**src/rtl/ta_pkg.sv**
```systemverilog
package ta_pkg;
   typedef enum logic {
      DET_IDLE  = 1'b0,
      DET_ARMED = 1'b1
   } det_state_e;

   function automatic int unsigned cnt_width(input int unsigned max_val);
      return (max_val < 2) ? 1 : $clog2(max_val + 1);
   endfunction
endpackage

```
**src/rtl/ta_addr_match.sv**
```systemverilog
module ta_addr_match #(
   parameter int unsigned AW     = 8,
   parameter int unsigned N_ADDR = 2,
   parameter logic [N_ADDR*AW-1:0] ADDR_LIST = '0
) (
   input  logic [AW-1:0] addr,
   output logic          hit
);
   logic [N_ADDR-1:0] hit_vec;

   generate
      if (N_ADDR < 1) begin : g_bad_n
         $error("ta_addr_match: N_ADDR must be at least 1");
      end
      for (genvar i = 0; i < N_ADDR; i++) begin : g_cmp
         assign hit_vec[i] = (addr == ADDR_LIST[i*AW +: AW]);
      end
   endgenerate

   assign hit = |hit_vec;
endmodule

```
**src/rtl/ta_seq_detect.sv**
```systemverilog
module ta_seq_detect
   import ta_pkg::*;
#(
   parameter int unsigned DW     = 8,
   parameter logic [DW-1:0] KEY1 = 8'hAA,
   parameter logic [DW-1:0] KEY2 = 8'h55,
   parameter int unsigned ARM_MC = 3
) (
   input  logic          clk,
   input  logic          rst_n,
   input  logic          tick,
   input  logic          key_wr,
   input  logic [DW-1:0] key_data,
   output logic          armed,
   output logic          open_req
);
   localparam int unsigned CW = cnt_width(ARM_MC);
   localparam logic [CW-1:0] ARM_LOAD = CW'(ARM_MC);
   localparam logic [CW-1:0] ONE      = CW'(1);

   generate
      if (ARM_MC < 1) begin : g_bad_arm
         $error("ta_seq_detect: ARM_MC must be at least 1");
      end
      if (KEY1 == KEY2) begin : g_bad_keys
         $error("ta_seq_detect: the two keys must differ");
      end
   endgenerate

   det_state_e    state_q;
   logic [CW-1:0] left_q;

   always_ff @(posedge clk or negedge rst_n) begin
      if (!rst_n) begin
         state_q <= DET_IDLE;
         left_q  <= '0;
      end else if (key_wr) begin
         if (key_data == KEY1) begin
            state_q <= DET_ARMED;
            left_q  <= ARM_LOAD;
         end else begin
            state_q <= DET_IDLE;
            left_q  <= '0;
         end
      end else if (state_q == DET_ARMED && tick) begin
         if (left_q == ONE) begin
            state_q <= DET_IDLE;
            left_q  <= '0;
         end else begin
            left_q  <= left_q - ONE;
         end
      end
   end

   assign armed    = (state_q == DET_ARMED);
   assign open_req = key_wr && (key_data == KEY2) && armed;

   // only a first-key store can take the detector out of idle
   p_only_key1_arms_r4: assert property (@(posedge clk) disable iff (!rst_n)
      (!armed && !(key_wr && key_data == KEY1)) |=> !armed);
endmodule

```
**src/rtl/ta_window.sv**
```systemverilog
module ta_window
   import ta_pkg::*;
#(
   parameter int unsigned WIN_MC = 3
) (
   input  logic clk,
   input  logic rst_n,
   input  logic tick,
   input  logic load,
   input  logic use_wr,
   output logic permit
);
   generate
      if (WIN_MC < 1) begin : g_bad_win
         $error("ta_window: WIN_MC must be at least 1");
      end else if (WIN_MC == 1) begin : g_flag
         logic open_q;
         always_ff @(posedge clk or negedge rst_n) begin
            if (!rst_n)              open_q <= 1'b0;
            else if (load)           open_q <= 1'b1;
            else if (use_wr || tick) open_q <= 1'b0;
         end
         assign permit = open_q;
      end else begin : g_count
         localparam int unsigned CW = cnt_width(WIN_MC);
         localparam logic [CW-1:0] WIN_LOAD = CW'(WIN_MC);
         localparam logic [CW-1:0] ONE      = CW'(1);
         logic [CW-1:0] left_q;
         always_ff @(posedge clk or negedge rst_n) begin
            if (!rst_n)                 left_q <= '0;
            else if (load)              left_q <= WIN_LOAD;
            else if (left_q != '0) begin
               if (use_wr)              left_q <= '0;
               else if (tick)           left_q <= left_q - ONE;
            end
         end
         assign permit = (left_q != '0);
      end
   endgenerate

   // without a tick or a protected store the open window persists
   p_hold_r5: assert property (@(posedge clk) disable iff (!rst_n)
      (permit && !tick && !use_wr) |=> permit);
endmodule

```
**src/rtl/timed_access_guard.sv**
```systemverilog
module timed_access_guard #(
   parameter int unsigned AW       = 8,
   parameter int unsigned DW       = 8,
   parameter logic [AW-1:0] KEY_ADDR = 8'hC7,
   parameter logic [DW-1:0] KEY1   = 8'hAA,
   parameter logic [DW-1:0] KEY2   = 8'h55,
   parameter int unsigned ARM_MC   = 3,
   parameter int unsigned WIN_MC   = 3,
   parameter int unsigned N_PROT   = 2,
   parameter logic [N_PROT*AW-1:0] PROT_ADDRS = 16'hD9D8
) (
   input  logic          clk,
   input  logic          rst_n,
   input  logic          mc_tick,
   input  logic          wr_en,
   input  logic [AW-1:0] wr_addr,
   input  logic [DW-1:0] wr_data,
   input  logic          rd_en,
   input  logic [AW-1:0] rd_addr,
   output logic          permit,
   output logic          rd_sel,
   output logic [DW-1:0] rd_data
);
   generate
      for (genvar i = 0; i < N_PROT; i++) begin : g_chk_list
         if (PROT_ADDRS[i*AW +: AW] == KEY_ADDR) begin : g_clash
            $error("timed_access_guard: key register cannot be protected");
         end
      end
   endgenerate

   logic key_wr;
   logic prot_hit;
   logic prot_wr;
   logic det_armed;
   logic open_req;

   assign key_wr  = wr_en && (wr_addr == KEY_ADDR);
   assign prot_wr = wr_en && prot_hit;

   ta_addr_match #(
      .AW(AW), .N_ADDR(N_PROT), .ADDR_LIST(PROT_ADDRS)
   ) u_match (
      .addr(wr_addr),
      .hit (prot_hit)
   );

   ta_seq_detect #(
      .DW(DW), .KEY1(KEY1), .KEY2(KEY2), .ARM_MC(ARM_MC)
   ) u_det (
      .clk     (clk),
      .rst_n   (rst_n),
      .tick    (mc_tick),
      .key_wr  (key_wr),
      .key_data(wr_data),
      .armed   (det_armed),
      .open_req(open_req)
   );

   ta_window #(
      .WIN_MC(WIN_MC)
   ) u_win (
      .clk   (clk),
      .rst_n (rst_n),
      .tick  (mc_tick),
      .load  (open_req),
      .use_wr(prot_wr),
      .permit(permit)
   );

   assign rd_sel  = rd_en && (rd_addr == KEY_ADDR);
   assign rd_data = '0;

   // a second key while armed opens the window on the next edge
   p_open_r2: assert property (@(posedge clk) disable iff (!rst_n)
      (key_wr && wr_data == KEY2 && det_armed) |=> permit);

   // the window only ever rises right after a second-key store
   p_rise_src_r2: assert property (@(posedge clk) disable iff (!rst_n)
      $rose(permit) |-> $past(key_wr && wr_data == KEY2));

   // a second key with the detector idle keeps a closed window closed
   p_idle_key2_r9: assert property (@(posedge clk) disable iff (!rst_n)
      (key_wr && wr_data == KEY2 && !det_armed && !permit) |=> !permit);

   // the permitted protected store consumes the window
   p_use_close_r6: assert property (@(posedge clk) disable iff (!rst_n)
      (permit && prot_wr) |=> !permit);
endmodule

```
**config.mk**
```make
export PLATFORM = sky130hd
export DESIGN_NAME = timed_access_guard
export DESIGN_NICKNAME = d
export VERILOG_FILES = /design/src/rtl/ta_pkg.sv /design/src/rtl/ta_addr_match.sv /design/src/rtl/ta_seq_detect.sv /design/src/rtl/ta_window.sv /design/src/rtl/timed_access_guard.sv
export SDC_FILE = /design/constraint.sdc
export NUM_CORES = 1
export LEC_CHECK = 0
export CORE_MARGIN = 2
export CORE_UTILIZATION = 30
export CTS_CLUSTER_SIZE = 24
export DETAILED_ROUTE_END_ITERATION = 6
export GPL_ROUTABILITY_DRIVEN = 0
export PLACE_DENSITY = 0.77
export SLEW_MARGIN = 20
export SYNTH_ARGS = -nofsm -noshare
export SYNTH_HDL_FRONTEND = slang
export SYNTH_SLANG_ARGS = --single-unit
```
**constraint.sdc**
```tcl
create_clock -name clk -period 1.2 [get_ports clk]
set_input_delay 0.24 -clock clk [delete_from_list [all_inputs] [get_ports clk]]
set_output_delay 0.24 -clock clk [all_outputs]
set_load 0.01 [all_outputs]
```
==> out/results.tsv, run 1 <==
stage	metric	value	unit
timing	Tcrit/Tclk final	1.044	
route	Starting DRT DRC Count	3	
final_layout	filler cell count	140	
hold_path	worst hold path type	in -> async	
logic_synthesis	synthesized cell area	452.9	um2
clock_tree	Max Buffers Root-to-Sink	2	
logic_synthesis	sequential cell area fraction in the yosys report	0.2762	
final_layout	commonest cells after routing, fill and taps aside	11 x clkdlybuf4s50_1, 8 x conb_1, 7 x buf_4	
critical_path	arrival time worst endpoint	1.01	ns
die	Die W	42.86	um
die	Die ar.	1837	um2
clock_tree	H-tree levels	1	
global_route	initial antenna violation count	0	
timing	clock period minus worst slack	1.252	ns
clock_tree	clk sinks	5	
final_layout	share of layout cells above drive strength 1	0.3617	
die	FP Rows	14	
logic_synthesis	Yosys warning total	0	
global_route	grt total ovfl	0	
critical_path	worst endpoint required time	0.96	ns
die	Core Footprint	1454	um2
global_route	largest net degree at the start of global routing	6	
global_route	grt met1 use	0.1711	
status	outcome	complete, but fails checks	
route	Initial DRT Pass Iterations	2	
global_route	Total GRT Usage	0.1489	
timing	RSZ-0062 raised after global routing	yes	
route	DRC Markers	0	
final_layout	commonest non-fill, non-tap cell in the layout	clkdlybuf4s50_1	
placed_design	DP Area	769.5	um2
route	Routed WL per cell	11.57	um
route	final wirelength	1.273	mm
die	Starting Density	0.3115	
power_and_ir_drop	Worst VDD drop	0.0004477	V
logic_synthesis	Synth Register Bits	5	
final_layout	multi-input logic area	350.3	um2
final_layout	number of nets in the layout	126	
final_layout	post-route cell area	875.8	um2
timing	clock skew	0.001876	ns
placed_design	placed insts	102	
logic_synthesis	Syn Inst Count	53	
timing	max frequency	798.5	MHz
timing	Final Slew Violations	0	
global_route	met2 usage	0.2515	
final_layout	P&R area growth vs syn	93.37	%
clock_tree	CTS tree	done	
power_and_ir_drop	Power Density	569.6	nW/um2
power_and_ir_drop	Power Total	498.9	uW
route	Final ANT Viol Nets	0	
critical_path	Worst Setup End Kind	primary output	
placed_design	hpwl dp	989.7	um
clock_tree	Num CTS Buffers	3	
logic_synthesis	average size of a mapped cell	8.546	um2
global_route	met3 Use GR	0.03830	
placed_design	port bufs	30	
final_layout	Antenna diodes	0	
route	Via density	4.591	
critical_path	CP Launch Type	primary input	
global_route	vias in the first global route	509	
status	failing checks	setup timing	
final_layout	Post-Route Utilization	0.6024	
timing	endpoints failing hold	0	
global_route	first-pass GRT wire length	2.035	mm
route	via count	505	
die	I/O pin cnt	39	
logic_synthesis	count of cell types in the netlist	23	
global_route	gr busiest metal	met2	
die	DIE HEIGHT	42.86	um
timing	final worst setup slack	-0.05231	ns
flow_run	max_cap viols	0	
critical_path	CP max FO	1	
timing	hold_ws	0.2176	ns
clock_tree	later-pin clock latency in the skew report	0.23	ns
final_layout	FF+latch area	125.1	um2
timing	endpoints failing setup	2	
final_layout	post-route insts no fill	110	
power_and_ir_drop	Lkg Pwr	0.4279	nW
clock_tree	Root Driver	clkbuf_4	
critical_path	Crit Path Class	in -> out	
clock_tree	Worst-path clk slew	0.04	ns
[sequential cells by signal, summed over array words and instances, names as in the netlist]
register	flops
u_det.left_q	2
u_det.armed	1
u_win.g_count.left_q	2
[metrics by stage]
| step | worst slack, ns | TNS [ns] |
|---|---|---|
| 3_5_place_dp | -0.8171 | -3.197 |
| 6_report | -0.05231 | -0.08064 |
| 2_1_floorplan | 0.07422 | 0 |
| 5_1_grt | -0.1154 | -0.1867 |
| 4_1_cts | -0.08305 | -0.1391 |
| 3_3_place_gp | -0.7970 | -3.032 |
[metal layers]
| metal | up-vias | share of wire |
|---|---|---|
| met3 | 0 | 0.064 |
| met4 | 0 | 0 |
| met1 | 229 | 0.40 |
| met5 | - | 0 |
| li1 | 260 | - |
| met2 | 16 | 0.54 |
[path summary, 6_finish.rpt]
check	start	slack, ns	to	depth (start not counted)
min in group clk	wr_addr[4]	0.45	u_det.left_q[1]	4
worst max register to register	u_win.g_count.left_q[0]	0.13	u_win.g_count.left_q[0]	6
worst max-delay path	rd_addr[4]	-0.05	rd_sel	5
worst min-delay path	rst_n	0.22	u_det.left_q[0]	1
worst min register to register	u_det.left_q[1]	0.56	u_det.left_q[1]	2
max in group asynchronous	rst_n	0.80	u_win.g_count.left_q[1]	1
[power breakdown]
part	leakage [nW]	total [mW]	internal [mW]	switching, mW
Sequential	0.0695	0.175	0.173	0.00256
Combinational	0.343	0.139	0.0868	0.0521
Clock	0.0150	0.185	0.125	0.0595
[cell type report]
| class | instances | share of cell area |
|---|---|---|
| multi-input combinational | 43 | 0.4000 |
| timing repair buffer | 38 | 0.3871 |
| sequential | 5 | 0.1429 |
| clock buffer | 4 | 0.03000 |
| tap | 16 | 0.02286 |
| inverter | 4 | 0.01714 |
[Yosys cell counts]
master,number,share of area
nor3b_4,1,0.041
o21ai_0,4,0.044
nand2_1,5,0.041
nor2b_1,1,0.014
dfrtp_1,5,0.28
ha_1,2,0.055
nor4b_1,1,0.019
nand3_1,2,0.022
nor2_1,2,0.017
nand4_1,2,0.028
a21oi_1,2,0.022
nor4bb_1,2,0.044
nand4b_1,1,0.019
nor3_1,2,0.022
o211ai_1,2,0.033
inv_1,4,0.033
a41oi_1,1,0.019
nor3b_1,1,0.017
conb_1,1,0.0083
o21bai_2,1,0.025
and4b_1,2,0.044
buf_4,8,0.13
nand3_2,1,0.022
[logic make-up after synthesis]
logic type                 share of synthesized area
other                                       0.008279
and+or+nand+nor                               0.3509
AOI/OAI and AO/OA                             0.1436
adders and majority gates                    0.05524
DFF                                           0.2762
buffers and inverters                         0.1657
[what timing repair did]
action	4_1_cts	5_1_grt
setup endpoints to repair	7	7
setup buffers	3	3
gates cloned	0	0
gates resized for setup	31	34
hold buffers	0	0
pin swaps	10	13
[worst max-delay path, cell delays in order]
cell      delay (ns)
buf_6           0.10
nor4bb_4        0.27
nand3_2         0.10
nor3_2          0.16
buf_2           0.15
(Power assumes the default switching activity.)
==> inputs of run 2 (changes only) <==
--- a/config.mk
+++ b/config.mk
@@ -5,7 +5,6 @@
 export SDC_FILE = /design/constraint.sdc
 export NUM_CORES = 1
 export LEC_CHECK = 0
-export CORE_MARGIN = 2
 export CORE_UTILIZATION = 30
 export CTS_CLUSTER_SIZE = 24
 export DETAILED_ROUTE_END_ITERATION = 6
==> run 2 against run 1 <==
Compared with the run above: the flow still finishes with violations (setup timing); via count up 0.40%; total power is 0.28% higher; sequential cell count unchanged; utilization is 0.83 points higher; register-to-register slack lost 0.02 ns; fmax grew 0.43%; sequential power about the same; critical path type is now reg -> out; critical endpoint is now permit; largest power group unchanged.
==> out/results.tsv, run 2 (same netlist as run 1, synthesis figures left out) <==
stage	metric	value	unit	change
clock_tree	CTS tree	done		
die	Die W	40.86	um	-4.7%
critical_path	Crit Path Class	reg -> out		
status	outcome	complete, but fails checks		
timing	clock period minus worst slack	1.247	ns	-0.005363 ns
clock_tree	Num CTS Buffers	3		unchanged
power_and_ir_drop	Seq pwr share	0.349		-0.003
power_and_ir_drop	Comb power frac	0.260		-0.018
final_layout	Post-Route Utilization	0.6108		+0.008341
final_layout	commonest cells after routing, fill and taps aside	10 x dlygate4sd2_1, 10 x clkdlybuf4s50_1, 8 x conb_1		
power_and_ir_drop	Cell Int Power	375.3	uW	-2.4%
final_layout	post-route insts no fill	105		-4.5%
critical_path	CP max FO	3		+2
critical_path	arrival time worst endpoint	1.01	ns	about the same
critical_path	Critical Path Max Stage Delay	0.39	ns	+0.12 ns
route	Via density	4.829		+5.2%
critical_path	CP dominant cell by count	inv_2		
clock_tree	CTS Hold Bufs	0		unchanged
critical_path	CP Cell Sequence	inv_2 -> ha_4 -> inv_2 -> buf_6		
placed_design	placed insts	101		-0.98%
final_layout	share of layout cells above drive strength 1	0.2667		-0.09504
critical_path	Worst Setup End Kind	primary output		
global_route	vias in the first global route	435		-15%
die	Die ar.	1669	um2	-9.1%
power_and_ir_drop	Clk pwr share	0.390		+0.020
route	via count	507		+0.40%
route	DRC Markers	0		unchanged
timing	Tcrit/Tclk final	1.039		-0.004469
placed_design	hpwl dp	939.9	um	-5.0%
route	final wirelength	1.192	mm	-6.4%
power_and_ir_drop	Psw	125.0	uW	+9.5%
timing	final worst setup slack	-0.04695	ns	+0.005363 ns
route	Routed WL per cell	11.35	um	-1.9%
global_route	Total GRT Usage	0.1456		-0.003300
route	Final ANT Viol Nets	0		unchanged
placed_design	Post-Place Setup Slack	-0.8197	ns	-0.002609 ns
critical_path	Worst path slowest cell	dfrtp_1		
clock_tree	Root Driver	clkbuf_4		
clock_tree	clk sinks	5		unchanged
power_and_ir_drop	Worst VDD drop	0.0002958	V	-34%
clock_tree	Worst-path clk slew	0.05	ns	about the same
timing	endpoints failing setup	2		unchanged
timing	max frequency	802.0	MHz	+0.43%
clock_tree	H-tree levels	1		unchanged
timing	hold_ws	0.2109	ns	-0.006775 ns
placed_design	DP Area	768.2	um2	-0.16%
critical_path	Buf+Inv Stages, Crit Path	3		+1
final_layout	number of nets in the layout	122		-3.2%
die	Starting Density	0.3355		+0.02396
die	FP Rows	13		-1
die	Core Footprint	1350	um2	-7.1%
route	Starting DRT DRC Count	10		+7
die	I/O pin cnt	39		unchanged
global_route	initial antenna violation count	0		unchanged
critical_path	CP top delay family	flip-flops		
final_layout	Antenna diodes	0		unchanged
timing	endpoints failing hold	0		unchanged
timing	clock skew	0.003843	ns	+0.001966 ns
clock_tree	Max Buffers Root-to-Sink	2		unchanged
final_layout	post-route cell area	824.5	um2	-5.9%
power_and_ir_drop	switching share of total power	0.2499		+0.02101
placed_design	port bufs	30		unchanged
global_route	first-pass GRT wire length	1.545	mm	-24%
clock_tree	later-pin clock latency in the skew report	0.24	ns	about the same
global_route	grt total ovfl	0		unchanged
hold_path	worst hold path type	in -> async		
final_layout	P&R area growth vs syn	82.04	%	
timing	Final Slew Violations	0		unchanged
critical_path	CP Launch Type	flop		
die	DIE HEIGHT	40.86	um	-4.7%
status	failing checks	setup timing		
power_and_ir_drop	Power Density	606.8	nW/um2	+6.5%
global_route	largest net degree at the start of global routing	7		+1
route	Initial DRT Pass Iterations	4		+2
timing	RSZ-0062 raised after global routing	yes		
flow_run	max_cap viols	0		unchanged
critical_path	worst endpoint required time	0.96	ns	about the same
power_and_ir_drop	Lkg Pwr	0.3895	nW	-9.0%
==> run 2: changes by cell type in the layout (fill, tap and decap cells not counted), moves of 2 or more <==
cell            before  now
buf_4                7    4
clkbuf_2             6    1
dlygate4sd2_1        2   10
dlymetal6s2s_1       4    2
o21ai_0              1    3
==> run 2: final timing paths <==
check	cells after the start	slack [ns]	start	to
min in group clk	3	0.39	mc_tick	u_win.g_count.left_q[1]
min	1	0.21	rst_n	u_det.left_q[1]
max	4	-0.05	u_win.g_count.left_q[1]	permit
max in group asynchronous	1	0.80	rst_n	u_det.left_q[0]
max reg2reg	4	0.11	u_det.left_q[0]	u_det.left_q[0]
min reg2reg	2	0.58	u_det.left_q[1]	u_det.left_q[1]
==> run 2: metrics by stage <==
stage	TNS (ns)	total power, mW
after floorplan	0	0.2284
after global placement	-2.884	0.3143
after detailed placement	-3.020	0.3179
after CTS	-0.1359	0.4965
after global routing	-0.1855	0.5182
final	-0.08926	0.5003
==> run 2: final cells by class <==
class / instances / area [um2]
tap: 15 / 18.77
multi-input combinational: 43 / 321.6
fill: 140 / 525.5
clock inverter: 1 / 5.005
sequential: 5 / 125.1
inverter: 4 / 15.01
timing repair buffer: 34 / 316.6
clock buffer: 3 / 22.52
==> run 2: worst reg2reg max path, cell delays in order, from the launching register on <==
cell	delay, ns
dfrtp_1	0.39
ha_1	0.23
nor3_1	0.18
a21oi_1	0.06
o21ai_0	0.15
==> run 2: power by group through the flow <==
stage,Sequential (mW),Combinational [mW],Clock (mW)
3_3_place_gp,0.177,0.138,0
2_1_floorplan,0.177,0.0519,0
6_report,0.175,0.130,0.195
4_1_cts,0.175,0.124,0.198
5_1_grt,0.175,0.143,0.200
3_5_place_dp,0.177,0.141,0
==> run 2: timing repair <==
| action | in CTS | in global routing |
|---|---|---|
| setup endpoints to repair | 7 | 7 |
| setup buffers | 1 | 0 |
| gates resized for setup | 35 | 15 |
| pin swaps | 10 | 7 |
==> run 2: metal layers <==
metal  up-vias  routed length, um  global-route usage
li1        251                  -                   -
met1       226                473              0.1457
met2        30                620              0.2617
met3         0                 98             0.03261
met4         0                  0              0.1000
met5         -                  0                   0
